--- src/rtl/wr_protect_seq_pkg.sv ---
package wr_protect_seq_pkg;

   localparam int unsigned STEP_W    = 3;
   localparam int unsigned SEQ_STEPS = 6;
   localparam int unsigned ENA_STEP  = 2;
   localparam logic [7:0]  ENA_CODE  = 8'hA0;

   typedef enum logic [1:0] {
      LD_IDLE,
      LD_SEQ,
      LD_DATA,
      LD_DROP
   } ld_mode_e;

   typedef struct packed {
      logic              hit;
      logic              en_done;
      logic              dis_done;
      logic [STEP_W-1:0] nxt;
   } match_t;

   // data byte expected at each step of the release path
   function automatic logic [7:0] step_code(input int unsigned s);
      case (s)
         0:       return 8'hAA;
         1:       return 8'h55;
         2:       return 8'h80;
         3:       return 8'hAA;
         4:       return 8'h55;
         default: return 8'h20;
      endcase
   endfunction

   // 1 when a step targets the first command address, 0 for the second
   function automatic logic step_on_a(input int unsigned s);
      return !(s == 1 || s == 4);
   endfunction

endpackage

--- src/rtl/wr_protect_seq_match.sv ---
module wr_protect_seq_match
   import wr_protect_seq_pkg::*;
#(
   parameter int unsigned ADDR_W     = 15,
   parameter int unsigned DATA_W     = 8,
   parameter int unsigned CMD_ADDR_A = 'h5555,
   parameter int unsigned CMD_ADDR_B = 'h2AAA
) (
   input  logic [STEP_W-1:0] step_i,
   input  logic [ADDR_W-1:0] addr_i,
   input  logic [DATA_W-1:0] data_i,
   output match_t            match_o
);

   localparam int unsigned SLOTS = 1 << STEP_W;

   logic             at_a;
   logic             at_b;
   logic             ena_hit;
   logic [SLOTS-1:0] step_hit;

   assign at_a    = (addr_i == ADDR_W'(CMD_ADDR_A));
   assign at_b    = (addr_i == ADDR_W'(CMD_ADDR_B));
   assign ena_hit = at_a && (data_i == DATA_W'(ENA_CODE));

   for (genvar s = 0; s < SLOTS; s++) begin : g_step
      if (s < SEQ_STEPS) begin : g_live
         assign step_hit[s] = (step_on_a(s) ? at_a : at_b) &&
                              (data_i == DATA_W'(step_code(s)));
      end else begin : g_pad
         assign step_hit[s] = 1'b0;
      end
   end

   // the key branch leaves the release path at the third step
   always_comb begin
      match_o = '0;
      if (step_i == STEP_W'(ENA_STEP) && ena_hit) begin
         match_o.hit     = 1'b1;
         match_o.en_done = 1'b1;
      end else if (step_hit[step_i]) begin
         match_o.hit = 1'b1;
         if (step_i == STEP_W'(SEQ_STEPS - 1)) begin
            match_o.dis_done = 1'b1;
         end else begin
            match_o.nxt = step_i + 1'b1;
         end
      end
   end

endmodule

--- src/rtl/wr_protect_seq_page.sv ---
module wr_protect_seq_page #(
   parameter int unsigned ADDR_W     = 15,
   parameter int unsigned PAGE_OFS_W = 6,
   parameter bit          ENABLE     = 1'b1
) (
   input  logic              clk,
   input  logic              rst_n,
   input  logic              clear_i,
   input  logic              latch_i,
   input  logic [ADDR_W-1:0] addr_i,
   output logic              ok_o
);

   localparam int unsigned PAGE_W = ADDR_W - PAGE_OFS_W;

   logic unused_ofs;
   assign unused_ofs = ^addr_i[PAGE_OFS_W-1:0];

   if (ENABLE) begin : g_check
      logic [PAGE_W-1:0] page_q;
      logic              held_q;
      logic [PAGE_W-1:0] page_w;

      assign page_w = addr_i[ADDR_W-1:PAGE_OFS_W];
      // first data byte of a load fixes the page
      assign ok_o   = !held_q || (page_w == page_q);

      always_ff @(posedge clk or negedge rst_n) begin
         if (!rst_n) begin
            page_q <= '0;
            held_q <= 1'b0;
         end else if (latch_i) begin
            page_q <= page_w;
            held_q <= 1'b1;
         end else if (clear_i) begin
            held_q <= 1'b0;
         end
      end
   end else begin : g_free
      logic unused_in;
      assign unused_in = ^{clk, rst_n, clear_i, latch_i, addr_i};
      assign ok_o      = 1'b1;
   end

endmodule

--- src/rtl/wr_protect_seq_flag.sv ---
module wr_protect_seq_flag #(
   parameter bit INIT_PROTECT = 1'b0
) (
   input  logic clk,
   input  logic rst_n,
   input  logic set_i,
   input  logic clr_i,
   output logic prot_o
);

   // reset to the stored value, move only on a closing load
   always_ff @(posedge clk or negedge rst_n) begin
      if (!rst_n) begin
         prot_o <= INIT_PROTECT;
      end else if (set_i) begin
         prot_o <= 1'b1;
      end else if (clr_i) begin
         prot_o <= 1'b0;
      end
   end

endmodule

--- src/rtl/wr_protect_seq.sv ---
module wr_protect_seq
   import wr_protect_seq_pkg::*;
#(
   parameter int unsigned ADDR_W       = 15,
   parameter int unsigned DATA_W       = 8,
   parameter int unsigned PAGE_OFS_W   = 6,
   parameter int unsigned CMD_ADDR_A   = 'h5555,
   parameter int unsigned CMD_ADDR_B   = 'h2AAA,
   parameter bit          INIT_PROTECT = 1'b0,
   parameter bit          PAGE_CHECK   = 1'b1
) (
   input  logic              clk,
   input  logic              rst_n,
   input  logic              wr_valid_i,
   input  logic [ADDR_W-1:0] wr_addr_i,
   input  logic [DATA_W-1:0] wr_data_i,
   input  logic              load_expire_i,
   output logic              protect_o,
   output logic              wr_commit_o,
   output logic              cmd_byte_o
);

   initial begin
      assert (ADDR_W > PAGE_OFS_W && PAGE_OFS_W >= 1)
         else $error("page offset must be narrower than the address");
      assert (DATA_W >= 8)
         else $error("command codes need at least 8 data bits");
      assert (CMD_ADDR_A < (1 << ADDR_W) && CMD_ADDR_B < (1 << ADDR_W))
         else $error("command addresses exceed the address width");
      assert (CMD_ADDR_A != CMD_ADDR_B)
         else $error("command addresses must differ");
   end

   ld_mode_e          mode_q, mode_n, mode_cur;
   logic [STEP_W-1:0] step_q, step_n, step_use;
   logic              pend_set_q, pend_set_n;
   logic              pend_clr_q, pend_clr_n;
   logic              commit_n, cmd_n;
   logic              commit_q, cmd_q;
   logic              fresh;
   logic              prot_eff;
   logic              page_ok;
   match_t            hit;

   // a write coincident with expiry opens the next load
   assign fresh    = (mode_q == LD_IDLE) || load_expire_i;
   assign mode_cur = fresh ? LD_SEQ : mode_q;
   assign step_use = fresh ? '0 : step_q;
   assign prot_eff = load_expire_i ? (pend_set_q | (protect_o & ~pend_clr_q))
                                   : protect_o;

   wr_protect_seq_match #(
      .ADDR_W     (ADDR_W),
      .DATA_W     (DATA_W),
      .CMD_ADDR_A (CMD_ADDR_A),
      .CMD_ADDR_B (CMD_ADDR_B)
   ) match_i (
      .step_i  (step_use),
      .addr_i  (wr_addr_i),
      .data_i  (wr_data_i),
      .match_o (hit)
   );

   wr_protect_seq_page #(
      .ADDR_W     (ADDR_W),
      .PAGE_OFS_W (PAGE_OFS_W),
      .ENABLE     (PAGE_CHECK)
   ) page_i (
      .clk     (clk),
      .rst_n   (rst_n),
      .clear_i (load_expire_i),
      .latch_i (commit_n),
      .addr_i  (wr_addr_i),
      .ok_o    (page_ok)
   );

   wr_protect_seq_flag #(
      .INIT_PROTECT (INIT_PROTECT)
   ) flag_i (
      .clk    (clk),
      .rst_n  (rst_n),
      .set_i  (load_expire_i & pend_set_q),
      .clr_i  (load_expire_i & pend_clr_q),
      .prot_o (protect_o)
   );

   always_comb begin
      mode_n     = mode_q;
      step_n     = step_q;
      pend_set_n = pend_set_q;
      pend_clr_n = pend_clr_q;
      commit_n   = 1'b0;
      cmd_n      = 1'b0;
      // expiry returns the sequencer to idle
      if (load_expire_i) begin
         mode_n     = LD_IDLE;
         step_n     = '0;
         pend_set_n = 1'b0;
         pend_clr_n = 1'b0;
      end
      if (wr_valid_i) begin
         case (mode_cur)
            LD_SEQ: begin
               if (hit.hit) begin
                  cmd_n  = 1'b1;
                  step_n = hit.nxt;
                  if (hit.en_done) begin
                     pend_set_n = 1'b1;
                     mode_n     = LD_DATA;
                  end else if (hit.dis_done) begin
                     pend_clr_n = 1'b1;
                     mode_n     = LD_DROP;
                  end else begin
                     mode_n = LD_SEQ;
                  end
               end else if (prot_eff) begin
                  mode_n = LD_DROP;
                  step_n = '0;
               end else begin
                  mode_n   = LD_DATA;
                  step_n   = '0;
                  commit_n = 1'b1;
               end
            end
            LD_DATA: begin
               if (page_ok) begin
                  commit_n = 1'b1;            // no matching here
               end else begin
                  mode_n = LD_DROP;
               end
            end
            default: begin
            end
         endcase
      end
   end

   always_ff @(posedge clk or negedge rst_n) begin
      if (!rst_n) begin
         mode_q     <= LD_IDLE;
         step_q     <= '0;
         pend_set_q <= 1'b0;
         pend_clr_q <= 1'b0;
         commit_q   <= 1'b0;
         cmd_q      <= 1'b0;
      end else begin
         mode_q     <= mode_n;
         step_q     <= step_n;
         pend_set_q <= pend_set_n;
         pend_clr_q <= pend_clr_n;
         commit_q   <= commit_n;
         cmd_q      <= cmd_n;
      end
   end

   assign wr_commit_o = commit_q;
   assign cmd_byte_o  = cmd_q;

endmodule

--- config.mk ---
export PLATFORM = sky130hd
export DESIGN_NAME = wr_protect_seq
export DESIGN_NICKNAME = d
export VERILOG_FILES = /design/src/rtl/wr_protect_seq_pkg.sv /design/src/rtl/wr_protect_seq_match.sv /design/src/rtl/wr_protect_seq_page.sv /design/src/rtl/wr_protect_seq_flag.sv /design/src/rtl/wr_protect_seq.sv
export SDC_FILE = /design/constraint.sdc
export NUM_CORES = 1
export LEC_CHECK = 0
export BUFFER_PORTS_ARGS = -buffer_cell sky130_fd_sc_hd__buf_2
export CAP_MARGIN = 20
export CORE_UTILIZATION = 53
export DETAILED_ROUTE_END_ITERATION = 6
export PLACE_DENSITY_LB_ADDON = 0.25
export SKIP_LAST_GASP = 1
export SYNTH_ARGS = -nofsm -noshare
export SYNTH_HDL_FRONTEND = slang
export SYNTH_SLANG_ARGS = --single-unit
--- constraint.sdc ---
create_clock -name clk -period 2.65 [get_ports clk]
set_clock_uncertainty 0.05 [all_clocks]
set_input_delay 0.1325 -clock clk [delete_from_list [all_inputs] [get_ports clk]]
set_output_delay 0.1325 -clock clk [all_outputs]
set_load 0.1 [all_outputs]
# Yosys cells after proc, flatten, opt, wreduce, memory -nomap -nowiden
# Index checks and enable logic that the tools add are counted.
# word_totals
in_bits,27
register_bits,20
wordCells,87
# op_classes
n_lt_le_gt_ge,1
bitwise,5
n_addsub,1
eq_ne,12
muxes,47
reduce_logical,12
# op_table
cell,n
$mux W1,29
$eq A8 B8 Y1 const B,3
$mux W3,6
$eq A15 B14 Y1 const B,1
$eq A15 B15 Y1 const B,1
$mux W2,7
$eq A9 B9 Y1,1
$eq A8 B6 Y1 const B,1
$eq A8 B7 Y1 const B,1
$mux W4,2
$logic_and A1 B1 Y1,6
$lt A3 B4 Y1 const B,1
$pmux W2 S2,1
$reduce_bool A2 Y1,2
$add A3 B1 Y3 const B,1
$and A1 B1 Y1,3
$bmux W1 S3,1
$eq A3 B2 Y1 const B,1
$eq A3 B3 Y1 const B,1
$eq A2 B1 Y1 const B,1
$eq A2 B2 Y1 const B,1
$logic_not A2 Y1,1
$logic_or A1 B1 Y1,2
$pmux W1 S2,1
other kinds (3),3

# Longest topological paths before layout
# logic_depth
depth_word,12
mapped_depth,10
depth_no_buf,9

# By module
# A second synthesis with hierarchy kept.
# hier_totals
hier_cells,142
hier_area_um2,1425.1
# modules_own_cells
mod,seq_area_each_um2,area_per_inst_um2,n_inst,cells_per_inst
wr_protect_seq,225.2,494.2,1,53
wr_protect_seq_page,250.2,474.2,1,34
wr_protect_seq_match,0.0,420.4,1,52
wr_protect_seq_flag,25.0,36.3,1,3

# Least setup slack after synthesis
# OpenSTA, ideal clock, no wires.
# synth_timing
path_kind,register to register
from,register mode_q[0]
to,register page_i.g_check.page_q[1]
stages_incl_launch_ff,9
arrival_time_ps,2010
path_slack_ps,464
required_time_ps,2475
path_buffers,1
synth_period_minus_slack_ps,2186
cell_sequence,dfrtp_1 > o21ba_2 > nand3b_1 > o31ai_2 > nor3_2 > o21ai_4 > o31ai_2 > buf_6 > mux2_4
# synth_between
elab_chain_cells,10
# synth_rtl
element,line_no,text
start: declaration,wr_protect_seq.sv:34,"ld_mode_e mode_q, mode_n, mode_cur;"
start signal: assignment,wr_protect_seq.sv:147,mode_q <= mode_n;
$logic_not A2 Y1,wr_protect_seq.sv:46,assign fresh = (mode_q == LD_IDLE) || load_expire_i;
$logic_or A1 B1 Y1,wr_protect_seq.sv:46,
$mux W3,wr_protect_seq.sv:48,assign step_use = fresh ? '0 : step_q;
$bmux W1 S3,wr_protect_seq_match.sv:41,end else if (step_hit[step_i]) begin
$mux W1 (not written as such),wr_protect_seq_match.sv:41,
$mux W1,wr_protect_seq_match.sv:41,
$mux W1,wr_protect_seq_match.sv:38,if (step_i == STEP_W'(ENA_STEP) && ena_hit) begin
$mux W1,wr_protect_seq.sv:104,if (hit.hit) begin
$pmux W1 S2 (*),wr_protect_seq.sv:102,case (mode_cur)
$mux W1 (*),wr_protect_seq.sv:101,if (wr_valid_i) begin
net commit_n,wr_protect_seq.sv:38,"logic commit_n, cmd_n;"
end signal: assignment,wr_protect_seq_page.sv:33,page_q <= page_w;
end: declaration,wr_protect_seq_page.sv:20,logic [PAGE_W-1:0] page_q;
# The timed path passes the listed nets; every way through them passes the cells marked *. The select of a mux whose other input is x is not followed.
# A chain may end at the register's enable or synchronous reset.

# Final worst setup path
# layout_timing
from,register mode_q[1]
to,register page_i.g_check.page_q[0]
# layout_between
elab_chain_cells,10
# layout_rtl
element,line_no
$logic_not A2 Y1,wr_protect_seq.sv:46
$logic_or A1 B1 Y1,wr_protect_seq.sv:46
$mux W3,wr_protect_seq.sv:48
$bmux W1 S3,wr_protect_seq_match.sv:41
$mux W1 (not written as such),wr_protect_seq_match.sv:41
$mux W1,wr_protect_seq_match.sv:41
$mux W1,wr_protect_seq_match.sv:38
$mux W1,wr_protect_seq.sv:104
$pmux W1 S2 (*),wr_protect_seq.sv:102
$mux W1 (*),wr_protect_seq.sv:101
# Every way passes the cells marked *; elsewhere a longest branch is shown, timed or not. The select of a mux whose other input is x is not followed.

==> results.yml <==
die:
  dieArea_um2: 2740
  rows: 17
  core_area_um2: 2300
  chipHeight_um: 52.4
  start_util_pct: 58.6
  io_pins: 30
  die_x_um: 52.4
grt:
  antenna_found_initial: 0
  grt_pass1_vias: 1200
  grt_usage_pct: 26.5
  grt_max_degree: 21
  overflow: 0
  grt_pass1_wl_um: 5250
yosys:
  synth_compound_area_share_pct: 15.2
  ys_ff_latch: 20
  synthAdderAreaFrac_pct: 1.86
  synth-xor-area-share_pct: 5.86
  synth.area.mux_share_pct: 9.77
  syn_area_um2: 1350
  synthSimpleGateAreaFrac_pct: 27.3
  syn_nets: 162
  postSynthAreaPerCell_um2: 10.1
  netlist_instances: 133
  synthDistinctLibCells: 42
  yosys_warnings: 0
  synth_top_family_by_area: "simple AND/OR/NAND/NOR gates"
  seq_area_frac_synth_pct: 37.2
layout:
  fin_nets: 196
  fin_cells: 193
  antenna_cells: 0
  area_growth_pct: 15.3
  fillers: 188
  final_util_pct: 67.5
  multiInputGateArea_um2: 807
  final_layout_size_suffix_gt1_share_pct: 29.1
  seq_area_um2: 500
power:
  vdd_drop_max_mv: 0.656
  powerDensity_nw_per_um2: 712
  p_leak_uw: 0.000692
cts:
  cts_resized: 0
  cts.sinks: 20
  path_clk_slew_ns: 0.11
  cts_buffers: 3
  clk_latency_ns: 0.30
  cts_buffer_depth: 2
  cts_tree: "built"
  cts_root_buffer: "clkbuf_4"
  htree_levels: 1
critical_path:
  setup.worst_path.start_class: "flip-flop"
  worstPathArrival_ns: 2.54
  reg2regPathDepth: 9
  r2r_start: "mode_q[1]"
  endpoint_kind: "flip-flop"
  rr_endpoint: "page_i.g_check.page_q[0]"
  required_ns: 2.80
  crit_type: "reg -> reg"
  path_max_fanout: 11
  ff2ff_setup_slack_ns: 0.26
status:
  status: "complete, no violations"
drt:
  wire_per_inst_um: 16.4
  dr.pass1.iters: 4
  drcViolationCount: 0
  viasPerCell: 6.11
  drt_iter0_drc: 22
  wl_um: 3170
  num_vias: 1180
  ant_nets: 0
timing:
  maxSlewViolCount: 0
  fmax_ghz: 0.419
  min_period_ns: 2.39
  timing.final.crit_share_pct: 90.0
  timing_hold_violations_final: 0
  setup_tns_ns: 0
  finalSetupViolCount: 0
  tightest_slew_ns: 0.605
  grt_setup_unrepaired: "false"
  slew-limit-headroom_pct: 59.1
run:
  maxCapViolCount: 0
worst_hold_path:
  holdPathStages: 2
  worstHoldPathType: "in -> reg"
  worstHoldStart: "wr_addr_i[7]"
  min_to: "page_i.g_check.page_q[1]"
place:
  dp_cells: 189
  gp_congestion: 0.912
  numPortBuffers: 29
  hpwl_um: 2460
==> state kept, by name, indices dropped and copies added (netlist names) <==
register / count
page_i.g_check.page_q: 9
step_q: 3
mode_q: 2
cmd_byte_o: 1
flag_i.prot_o: 1
page_i.g_check.held_q: 1
pend_clr_q: 1
pend_set_q: 1
wr_commit_o: 1
==> worst max-delay path by stage <==
stage | start | to | slack (ns)
final | mode_q[1] | page_i.g_check.page_q[0] | 0.26
after global routing | mode_q[1] | page_i.g_check.page_q[0] | 0.08
after CTS | mode_q[0] | page_i.g_check.page_q[0] | 0.27
after detailed placement | load_expire_i | page_i.g_check.page_q[0] | 0.23
after global placement | load_expire_i | page_i.g_check.page_q[0] | 0.35
after floorplan | mode_q[0] | page_i.g_check.page_q[1] | 0.46
==> cell usage in the layout (no fill, tap or decap), drive strengths merged, types with 2 or more instances in the layout <==
master and instances:
xor2 2, and4bb 2, inv 6, nor4bb 5
o31ai 2, mux2 9, nand2 10, o2bb2ai 2
nand4 5, o21ai 5, a21oi 7, nor4 6
nand3 6, nand2b 2, nor2 7, nand3b 3
nor4b 3, clkbuf 3, nor3 3, nor2b 2
o21bai 3, a21o 2, xnor2 7, ha 2
buf 30, dfrtp 20
==> through the flow <==
| step | hold slack, ns | total power [uW] | setup slack (ns) | area [um^2] |
|---|---|---|---|---|
| 2_1_floorplan | -0.213 | 851 | 0.464 | 1350 |
| 3_3_place_gp | 0.0457 | 933 | 0.346 | 1520 |
| 3_5_place_dp | 0.0548 | 959 | 0.232 | 1520 |
| 4_1_cts | 0.0552 | 1110 | 0.269 | 1550 |
| 5_1_grt | 0.0589 | 1170 | 0.0755 | 1550 |
| 6_report | 0.0594 | 1100 | 0.265 | 1550 |
==> logic make-up (layout without fill, tap and decap cells) <==
group | after synthesis | after routing
adders and majority gates | 2 | 2
buffers and inverters | 8 | 40
AOI/OAI and AO/OA | 27 | 27
DFF | 20 | 20
muxes | 9 | 9
and+or+nand+nor | 58 | 58
xor gates and xnor gates | 9 | 9
==> area by class of cell <==
class                           instances  share of cell area, %
Inverter                                6                   1.45
Tap cell                               28                   2.26
Clock buffer                            3                   1.45
Multi-Input combinational cell        105                   52.1
Timing Repair Buffer                   31                   10.5
Sequential cell                        20                   32.3
==> per-layer routing <==
metal  vias to the layer above  GRT usage (%)  share of wire, %
met1                       564           32.1                45
met4                         0           12.7               2.6
met2                        41           44.9                47
li1                        566              -                 -
met5                         -              0                 0
met3                         9           4.93               4.6
==> cells in the mapped netlist (all sizes together) <==
cell type / count / area, um^2
nand2: 10 / 37.5
o22a: 1 / 8.76
buf: 1 / 11.3
o2bb2ai: 2 / 17.5
a22o: 1 / 8.76
ha: 2 / 25.0
and2: 1 / 6.26
xnor2: 7 / 61.3
nor4: 6 / 43.8
o21bai: 3 / 22.5
or3: 1 / 6.26
xor2: 2 / 17.5
o41ai: 1 / 8.76
mux2: 9 / 131
and4bb: 2 / 25.0
nand4: 5 / 31.3
and4b: 1 / 10.0
nor4b: 3 / 26.3
a21o: 2 / 15.0
clkbuf: 1 / 3.75
nand3: 6 / 30.0
or4: 1 / 7.51
nand3b: 3 / 22.5
inv: 6 / 22.5
a21boi: 1 / 7.51
nor2: 7 / 26.3
nor2b: 2 / 12.5
o31ai: 2 / 25.0
nor3: 3 / 20.0
a21oi: 7 / 35.0
o21ai: 5 / 36.3
o32ai: 1 / 8.76
nor4bb: 5 / 50.1
nand2b: 2 / 12.5
o21ba: 1 / 10.0
dfrtp: 20 / 500
==> critical path, cell delays in order (launching register included) <==
cell	delay, ns
dfrtp_1	0.37
nand2_1	0.11
inv_1	0.13
nand2b_1	0.09
ha_1	0.30
nor2b_1	0.22
nand3_1	0.17
o31ai_2	0.25
buf_4	0.25
mux2_1	0.34
==> repair_timing <==
item	in CTS	in global routing
hold buffers	1	0
endpoints found under the hold margin	20	0
setup buffers	0	0
==> where the power goes <==
part / switching, uW / leakage [uW] / internal, uW / total [uW]
sequential: 67.3 / 0.000254 / 403 / 470
combinational: 236 / 0.000424 / 255 / 491
clock: 89.3 / 0.0000138 / 53.1 / 142
total: 393 / 0.000692 / 711 / 1100
Power figures use the tool's default switching activity.
